$ cat config.mk
export PLATFORM = sky130hd
export DESIGN_NAME = legacy_video_router
export DESIGN_NICKNAME = d
export VERILOG_FILES = /design/src/rtl/lvr_pkg.sv /design/src/rtl/lvr_range_match.sv /design/src/rtl/lvr_route_table.sv /design/src/rtl/legacy_video_router.sv
export SDC_FILE = /design/constraint.sdc
export NUM_CORES = 1
export LEC_CHECK = 0
export CAP_MARGIN = 15
export CORE_AREA = 2 2 39 41
export CTS_CLUSTER_DIAMETER = 80
export DETAILED_ROUTE_END_ITERATION = 7
export DIE_AREA = 0 0 41 43
export DONT_BUFFER_PORTS = 1
export SLEW_MARGIN = 20
export SYNTH_ARGS = -nofsm -noshare
export SYNTH_HDL_FRONTEND = slang
export SYNTH_HIERARCHICAL = 1
export SYNTH_SLANG_ARGS = --single-unit
$ cat constraint.sdc
create_clock -name clk -period 1.2 [get_ports clk]
set_input_delay 0.18 -clock clk [delete_from_list [all_inputs] [get_ports clk]]
set_output_delay 0.18 -clock clk [all_outputs]
set_load 0.05 [all_outputs]
$ cat src/rtl/lvr_pkg.sv
package lvr_pkg;

    typedef enum logic [1:0] {
        ORG_HOST = 2'b00,
        ORG_PEER = 2'b01,
        ORG_GFX  = 2'b10,
        ORG_RSVD = 2'b11
    } origin_t;

    typedef enum logic [1:0] {
        RT_NONE = 2'b00,
        RT_PEER = 2'b01,
        RT_GFX  = 2'b10,
        RT_BAD  = 2'b11
    } route_t;

    typedef enum logic [1:0] {
        MODE_ALL_PEER,
        MODE_ALL_GFX,
        MODE_MONO_SPLIT
    } mode_t;

    typedef enum logic {
        ST_IDLE,
        ST_ISSUE
    } rsp_state_t;

    typedef struct packed {
        logic   claim;
        route_t target;
    } decision_t;

endpackage

$ cat src/rtl/lvr_range_match.sv
module lvr_range_match #(
    parameter int          ADDR_W     = 32,
    parameter int          IO_W       = 10,
    parameter int unsigned MEM_WIN_LO = 32'h000A_0000,
    parameter int unsigned MEM_WIN_HI = 32'h000B_FFFF,
    parameter int unsigned MEM_MDA_LO = 32'h000B_0000,
    parameter int unsigned MEM_MDA_HI = 32'h000B_7FFF
) (
    input  logic [ADDR_W-1:0] addr,
    input  logic              is_io,
    output logic              win_hit,
    output logic              mono_hit
);

    localparam int N_MONO_PORTS = 6;
    localparam int N_IO_SPANS   = 2;
    localparam logic [11:0] MONO_PORTS [N_MONO_PORTS] =
        '{12'h3B4, 12'h3B5, 12'h3B8, 12'h3B9, 12'h3BA, 12'h3BF};
    localparam logic [11:0] SPAN_LO [N_IO_SPANS] = '{12'h3B0, 12'h3C0};
    localparam logic [11:0] SPAN_HI [N_IO_SPANS] = '{12'h3BB, 12'h3DF};

    logic [IO_W-1:0]         io_lo;
    logic [N_MONO_PORTS-1:0] port_eq;
    logic [N_IO_SPANS-1:0]   span_in;
    logic                    mem_win, mem_mono, io_win, io_mono;

    assign io_lo = addr[IO_W-1:0];

    for (genvar g = 0; g < N_MONO_PORTS; g++) begin : g_mono_port
        assign port_eq[g] = (io_lo == IO_W'(MONO_PORTS[g]));
    end

    for (genvar s = 0; s < N_IO_SPANS; s++) begin : g_io_span
        assign span_in[s] = (io_lo >= IO_W'(SPAN_LO[s])) &&
                            (io_lo <= IO_W'(SPAN_HI[s]));
    end

    always_comb begin
        mem_win  = (addr >= ADDR_W'(MEM_WIN_LO)) && (addr <= ADDR_W'(MEM_WIN_HI));
        mem_mono = (addr >= ADDR_W'(MEM_MDA_LO)) && (addr <= ADDR_W'(MEM_MDA_HI));
        io_mono  = |port_eq;
        io_win   = (|span_in) || io_mono;
        if (is_io) begin
            win_hit  = io_win;
            mono_hit = io_mono;
        end else begin
            win_hit  = mem_win;
            mono_hit = mem_mono;
        end
    end

endmodule

$ cat src/rtl/lvr_route_table.sv
module lvr_route_table
    import lvr_pkg::*;
(
    input  logic      cfg_vga_en,
    input  logic      cfg_mono_present,
    input  logic      win_hit,
    input  logic      mono_hit,
    input  origin_t   origin,
    input  logic      is_write,
    output decision_t decision
);

    mode_t mode;
    logic  mono_carved;

    always_comb begin
        if (!cfg_vga_en)            mode = MODE_ALL_PEER;
        else if (!cfg_mono_present) mode = MODE_ALL_GFX;
        else                        mode = MODE_MONO_SPLIT;
    end

    assign mono_carved = (mode == MODE_MONO_SPLIT) && mono_hit;

    always_comb begin
        decision.claim  = 1'b0;
        decision.target = RT_NONE;
        if (win_hit) begin
            unique case (origin)
                ORG_HOST: begin
                    decision.claim = 1'b1;
                    unique case (mode)
                        MODE_ALL_PEER:   decision.target = RT_PEER;
                        MODE_ALL_GFX:    decision.target = RT_GFX;
                        MODE_MONO_SPLIT: decision.target = mono_carved ? RT_PEER : RT_GFX;
                        default:         decision.target = RT_NONE;
                    endcase
                end
                ORG_PEER: begin
                    if (is_write && (mode != MODE_ALL_PEER) && !mono_carved) begin
                        decision.claim  = 1'b1;
                        decision.target = RT_GFX;
                    end
                end
                ORG_GFX, ORG_RSVD: begin
                    decision.claim  = 1'b0;
                    decision.target = RT_NONE;
                end
                default: ;
            endcase
        end
    end

endmodule

$ cat src/rtl/legacy_video_router.sv
module legacy_video_router
    import lvr_pkg::*;
#(
    parameter int ADDR_W = 32,
    parameter int IO_W   = 10
) (
    input  logic              clk,
    input  logic              rst_n,
    input  logic              cfg_vga_en,
    input  logic              cfg_mono_present,
    input  logic              req_valid,
    input  logic [ADDR_W-1:0] req_addr,
    input  logic              req_is_io,
    input  logic              req_is_write,
    input  logic [1:0]        req_origin,
    output logic              rsp_valid,
    output logic              rsp_claim,
    output logic [1:0]        rsp_target
);

    rsp_state_t state_q, state_d;
    decision_t  dec_now, dec_q;
    logic       win_hit, mono_hit;

    lvr_range_match #(
        .ADDR_W (ADDR_W),
        .IO_W   (IO_W)
    ) u_match (
        .addr     (req_addr),
        .is_io    (req_is_io),
        .win_hit  (win_hit),
        .mono_hit (mono_hit)
    );

    lvr_route_table u_table (
        .cfg_vga_en       (cfg_vga_en),
        .cfg_mono_present (cfg_mono_present),
        .win_hit          (win_hit),
        .mono_hit         (mono_hit),
        .origin           (origin_t'(req_origin)),
        .is_write         (req_is_write),
        .decision         (dec_now)
    );

    always_comb begin
        state_d = state_q;
        unique case (state_q)
            ST_IDLE:  state_d = req_valid ? ST_ISSUE : ST_IDLE;
            ST_ISSUE: state_d = req_valid ? ST_ISSUE : ST_IDLE;
            default:  state_d = ST_IDLE;
        endcase
    end

    always_ff @(posedge clk or negedge rst_n) begin
        if (!rst_n) begin
            state_q <= ST_IDLE;
            dec_q   <= '{claim: 1'b0, target: RT_NONE};
        end else begin
            state_q <= state_d;
            if (req_valid) dec_q <= dec_now;
        end
    end

    always_comb begin
        rsp_valid  = 1'b0;
        rsp_claim  = 1'b0;
        rsp_target = RT_NONE;
        unique case (state_q)
            ST_IDLE: ;
            ST_ISSUE: begin
                rsp_valid  = 1'b1;
                rsp_claim  = dec_q.claim;
                rsp_target = dec_q.target;
            end
            default: ;
        endcase
    end

endmodule

==> results of run 1 <==
Yosys cell counts:
library cell | number | area (um^2)
nand3_1 | 1 | 5.00
nor4_1 | 2 | 12.5
dfrtp_1 | 4 | 100
a21oi_1 | 1 | 5.00
nand2_1 | 3 | 11.3
nor3b_2 | 1 | 12.5
nor2_1 | 1 | 3.75
o22ai_1 | 1 | 6.26
nand3b_1 | 2 | 15.0
nor3_2 | 1 | 10.0
nand2b_1 | 2 | 12.5
and2_1 | 3 | 18.8
a21bo_1 | 1 | 10.0
nor4b_1 | 2 | 17.5
or3b_1 | 1 | 8.76
o21ai_0 | 1 | 5.00
nand4_1 | 2 | 12.5
nor2b_1 | 2 | 12.5
o221ai_1 | 1 | 8.76
o21ai_2 | 1 | 8.76
xnor2_1 | 1 | 8.76
mux2_2 | 3 | 33.8
timing repair:
item                                   4_1_cts  5_1_grt
gates resized for setup                      1        8
setup endpoints to repair                    2        3
hold buffers                                 2        0
pin swaps                                    0        3
endpoints found under the hold margin        5        0
cell type report:
| cell class | instances | area, um^2 | share of cell area, % |
|---|---|---|---|
| multi-input combinational | 33 | 294 | 63.3 |
| sequential | 4 | 100 | 21.6 |
| clock buffer | 3 | 22.5 | 4.85 |
| timing repair buffer | 3 | 27.5 | 5.93 |
| tap | 16 | 20.0 | 4.31 |
flip-flops by register name, summed over array words and instances, names as in the netlist:
name and count:
state_q 1, dec_q 3
cells by family (layout without fill, tap and decap cells):
group | count (synthesis) | in the layout
compound gates | 6 | 6
xor+xnor | 1 | 1
buf+inv | 0 | 6
flops | 4 | 4
mux | 3 | 3
simple gates | 23 | 23
path summary, 6_finish.rpt:
check	startpoint	endpoint	cells after the start	slack (ns)
min reg2reg	dec_q[0]	dec_q[0]	1	0.49
min in group asynchronous	rst_n	dec_q[0]	1	0.22
max reg2reg	dec_q[2]	dec_q[2]	1	0.47
max in group asynchronous	rst_n	dec_q[1]	1	0.81
max	req_addr[0]	dec_q[2]	7	0.04
min	req_valid	dec_q[0]	1	0.10
metrics by stage:
step / area, um^2 / cells / util (%)
after detailed placement: 370 / 54 / 26.8
final: 464 / 59 / 33.5
after global routing: 464 / 59 / 33.5
after floorplan: 343 / 37 / -
after CTS: 419 / 59 / 30.3
after global placement: 370 / 54 / 26.8
power by group through the flow:
stage | Combinational [mW] | Sequential, mW | Clock, mW
2_1_floorplan | 0.0291 | 0.147 | 0
3_5_place_dp | 0.0410 | 0.141 | 0
3_3_place_gp | 0.0407 | 0.141 | 0
5_1_grt | 0.0612 | 0.139 | 0.192
4_1_cts | 0.0490 | 0.139 | 0.174
6_report | 0.0568 | 0.139 | 0.163
per-layer routing:
layer  vias up  part of all wire, %
met1       140                   29
met2        20                   57
met5         -                    0
met4         0                    0
met3         0                   14
li1        156                    -
placed cells by master, fill, tap and decap left out, types with 2 or more instances in the layout:
master,netlist,layout
nand4_1,2,2
mux2_2,3,3
dfrtp_1,4,4
nand3b_1,2,2
nand2b_1,2,2
nor2b_1,2,2
dlygate4sd3_1,0,2
clkbuf_4,0,3
nand2_1,3,3
and2_2,0,3
==> impl_metrics.env, run 1 <==
export IMPL_rows=14
export IMPL_path_clk_slew_ns=0.04
export IMPL_synth_distinct_cells=22
export IMPL_routed_wirelength_um=782
export IMPL_setup_viol=0
export IMPL_syn_cell_area_um2=339
export IMPL_post_route_period_util_pct=97.0
export IMPL_cp_data_arrival_time_ns=1.28
export IMPL_nets=86
export IMPL_grt_pass1_wl_um=1150
export IMPL_track_usage_pct=10.6
export IMPL_worst_path_buf_inv=0
export IMPL_ant_nets=0
export IMPL_hold_viol=0
export IMPL_yosys_warnings=6
export IMPL_setup_worst_path_class="input port to flip-flop"
export IMPL_ys_ff_latch=4
export IMPL_endpoint_kind="flip-flop"
export IMPL_syn_to_final_growth_pct=36.9
export IMPL_drcViolationCount=0
export IMPL_numPortBuffers=0
export IMPL_p_leak_nw=0.169
export IMPL_initial_utilization_pct=24.5
export IMPL_switching_share_pct=21.2
export IMPL_die_x_um=41
export IMPL_synth_top_family_by_area="simple AND/OR/NAND/NOR gates"
export IMPL_hold_class="input port to flip-flop"
export IMPL_worstPathCellList="or3b_4 > o221ai_2 > nand3b_1 > o21ai_2 > a21bo_1 > o22ai_1 > mux2_2"
export IMPL_dp_hpwl_um=672
export IMPL_netlist_instances=37
export IMPL_crit_required_ns=1.31
export IMPL_maxCapViolCount=0
export IMPL_synthMuxAreaShare_pct=9.96
export IMPL_cts_buffers=3
export IMPL_crit_family="simple AND/OR/NAND/NOR gates"
export IMPL_period_minus_slack_ns=1.16
export IMPL_synth_compound_area_share_pct=12.9
export IMPL_clock_sinks=4
export IMPL_status="complete, no violations"
export IMPL_slew_violations=0
export IMPL_p_switching_mw=0.0762
export IMPL_fin_hold_ws_ns=0.105
export IMPL_htree_levels=1
export IMPL_gr_total_overflow=0
export IMPL_relSlewSlack_pct=82.3
export IMPL_synthAdderAreaFrac_pct=0
export IMPL_root_buffer="clkbuf_4"
export IMPL_io_pins=45
export IMPL_ir_drop_uv=222
export IMPL_cpPeakStageDelay_ns=0.37
export IMPL_internal_power_mw=0.283
export IMPL_setup_tns_ns=0
export IMPL_p_clk_share_pct=45.3
export IMPL_clock_latency_ns=0.23
export IMPL_grt_max_degree=5
export IMPL_coreArea_um2=1380
export IMPL_synth_simple_gate_area_share_pct=45.0
export IMPL_rsz0062_at_grt="false"
export IMPL_fin_skew_ns=0
export IMPL_max_freq_mhz=859
export IMPL_pwr_share_seq_pct=38.8
export IMPL_busiest_layer="met2"
export IMPL_first_pass_iters=2
export IMPL_grt_use_met3_pct=6.81
export IMPL_grt_use_met2_pct=16.9
export IMPL_via_per_inst=5.36
export IMPL_synth_net_count=78
export IMPL_crit_slowest_cell="or3b_4"
export IMPL_grt_pass1_vias=304
export IMPL_crit_fanout=3
export IMPL_synth_xor_area_share_pct=2.58
export IMPL_synth_seq_area_share_pct=29.5
export IMPL_syn_avg_cell_area_um2=9.16
export IMPL_dp_slack_ns=-0.264
export IMPL_post_cts_buffers=0
export IMPL_place_congestion=0.639
export IMPL_drtIter0Drc=1
export IMPL_cts_tree="built"
export IMPL_fin_ws_ns=0.0362
export IMPL_cp_start_kind="input port"
export IMPL_antenna_found_initial=0
export IMPL_power_mw=0.359
export IMPL_wl_per_cell_um=13.3
export IMPL_dieArea_um2=1760
export IMPL_vias=316
export IMPL_fill_cells=144
export IMPL_grtUsageMet1_pct=7.44
export IMPL_drive_above_1_share_pct=44.2
export IMPL_p_comb_share_pct=15.8
export IMPL_tightest_slew_ns=0.266
export IMPL_antenna_cells=0
export IMPL_p_per_area_nw_per_um2=773
export IMPL_fp_dieH_um=43
export IMPL_cts_max_path_buffers=2
Power figures use the tool's default switching activity.
==> run 2, diff against run 1 <==
Settings changed: SLEW_MARGIN 20 to default.
==> results of run 2 <==
Final layout, timing and power as in run 1 (identical DEF).
==> run 3, diff against run 2 <==
Clock period 1.2 ns to 1.3 ns, I/O delays scaled along.
==> run 3 against run 2 <==
  * Clock skew stayed put
  * Critical path type unchanged
  * Global-route usage is 0.21 points higher
  * Flip-flop and latch count stayed put
  * Non-clock buffer count stayed put
  * Design area is 8.4% lower
  * Die area stayed put
  * Combinational power is 19% lower
  * Via count is 0.32% higher
  * Sequential power is 7% lower
==> impl_metrics.env, run 3 (same netlist as run 1, synthesis figures left out) <==
export IMPL_instances_no_fill=59
export IMPL_routed_wirelength_um=823
export IMPL_antenna_found_initial=0
export IMPL_gr_total_overflow=0
export IMPL_vias=317
export IMPL_first_pass_iters=3
export IMPL_worstPathCellList="or3b_1 > o221ai_1 > nand3b_1 > o21ai_2 > a21bo_1 > o22ai_1 > mux2_2"
export IMPL_dp_cells=54
export IMPL_largest_reg_flops=3
export IMPL_clock_sinks=4
export IMPL_fin_skew_ns=0
export IMPL_track_usage_pct=10.8
export IMPL_cpPeakStageDelay_ns=0.37
export IMPL_max_freq_mhz=835
export IMPL_cts_max_path_buffers=2
export IMPL_numPortBuffers=0
export IMPL_grt_max_degree=5
export IMPL_p_per_area_nw_per_um2=786
export IMPL_dieArea_um2=1760
export IMPL_p_comb_share_pct=13.8
export IMPL_largestRegisters="dec_q: 3 flops, state_q: 1 flops"
export IMPL_grt_pass1_vias=335
export IMPL_internal_power_mw=0.256
export IMPL_syn_to_final_growth_pct=25.5
export IMPL_period_minus_slack_ns=1.20
export IMPL_fin_area_um2=425
export IMPL_clock_latency_ns=0.24
export IMPL_mostFrequentLayoutCell="dfrtp_1"
export IMPL_place_congestion=0.618
export IMPL_drive_above_1_share_pct=34.9
export IMPL_fp_dieH_um=43
export IMPL_switching_share_pct=23.4
export IMPL_cts_tree="built"
export IMPL_coreArea_um2=1380
export IMPL_fin_ws_ns=0.102
export IMPL_pwr_share_seq_pct=38.5
export IMPL_cp_data_arrival_time_ns=1.32
export IMPL_relSlewSlack_pct=82.5
export IMPL_cts_buffers=3
export IMPL_initial_utilization_pct=24.5
export IMPL_ant_nets=0
export IMPL_dp_slack_ns=-0.197
export IMPL_via_per_inst=5.37
export IMPL_io_pins=45
export IMPL_wl_per_cell_um=13.9
export IMPL_status="complete, no violations"
export IMPL_grt_pass1_wl_um=1210
export IMPL_fin_hold_ws_ns=0.115
export IMPL_min_path_cells=1
export IMPL_post_route_period_util_pct=92.2
export IMPL_worstRegToRegCells=1
export IMPL_endpoint_kind="flip-flop"
export IMPL_tightest_slew_ns=0.264
export IMPL_hold_class="input port to flip-flop"
export IMPL_slew_violations=0
export IMPL_setup_viol=0
export IMPL_crit_fanout=3
export IMPL_path_clk_slew_ns=0.04
export IMPL_p_leak_nw=0.160
export IMPL_p_clk_share_pct=47.7
export IMPL_hold_viol=0
export IMPL_nets=86
export IMPL_setup_worst_path_class="input port to flip-flop"
export IMPL_rows=14
export IMPL_post_dp_cell_area_um2=370
export IMPL_cp_start_kind="input port"
export IMPL_regMostFlops="dec_q"
export IMPL_fill_cells=150
export IMPL_die_x_um=41
export IMPL_antenna_cells=0
export IMPL_htree_levels=1
export IMPL_maxCapViolCount=0
export IMPL_drtIter0Drc=3
export IMPL_drcViolationCount=0
export IMPL_rsz0062_at_grt="false"
export IMPL_ir_drop_uv=148
export IMPL_crit_required_ns=1.42
export IMPL_crit_slowest_cell="or3b_1"
export IMPL_p_switching_mw=0.0782
export IMPL_dp_hpwl_um=675
export IMPL_layout_common_cells="dfrtp_1, and2_2, mux2_2, clkbuf_4, nand2_1"
export IMPL_root_buffer="clkbuf_4"
## run 3: cell counts in the layout (fill, tap and decap cells not counted)
Identical to the previous run, type by type.
## run 3: critical path: cells and delay by family
| kind | cells | cell delay [ns] |
|---|---|---|
| and+or+nand+nor | 2 | 0.48 |
| AOI/OAI and AO/OA | 4 | 0.38 |
| muxes | 1 | 0.26 |
## run 3: per-stage QoR
stage / setup TNS (ns) / power, mW / utilization (%)
2_1_floorplan: -0.0920 / 0.163 / -
3_3_place_gp: -0.438 / 0.168 / 26.8
3_5_place_dp: -0.490 / 0.168 / 26.8
4_1_cts: 0 / 0.334 / 29.8
5_1_grt: 0 / 0.356 / 30.7
6_report: 0 / 0.334 / 30.7
## run 3: area by class of cell
cell class / count / area (um^2) / share of cell area, %
Tap cell: 16 / 20.0 / 4.71
Timing Repair Buffer: 3 / 27.5 / 6.47
Multi-Input combinational cell: 33 / 255 / 60.0
Sequential cell: 4 / 100 / 23.5
Clock buffer: 3 / 22.5 / 5.29
## run 3: repair_timing
item                                    CTS  global route
resized for setup                         0             2
endpoints found under the hold margin     5             0
hold buffers                              2             0
endpoints found under the setup margin    0             3
buffers inserted                          0             0
## run 3: routing by layer
metal,global-route usage [%],routed length [um],share of wire (%)
met1,8.12,278,34
met2,18.1,434,53
met3,3.66,94,11
met4,11.3,15,1.8
met5,0,0,0
## run 3: power groups by stage
stage                     Combinational [mW]  Sequential, mW  Clock [mW]
after floorplan                       0.0268           0.136           0
after global placement                0.0374           0.130           0
after detailed placement              0.0378           0.130           0
after CTS                             0.0448           0.129       0.161
after global routing                  0.0502           0.129       0.177
final                                 0.0461           0.129       0.159
## run 3: worst paths after layout
| check | end | slack (ns) | startpoint |
|---|---|---|---|
| min in group asynchronous | dec_q[0] | 0.23 | rst_n |
| hold reg to reg | dec_q[1] | 0.49 | dec_q[1] |
| max in group asynchronous | state_q | 0.90 | rst_n |
| setup reg to reg | dec_q[2] | 0.57 | dec_q[2] |
| hold / removal | dec_q[0] | 0.12 | req_valid |
| setup / recovery | dec_q[2] | 0.10 | req_addr[0] |
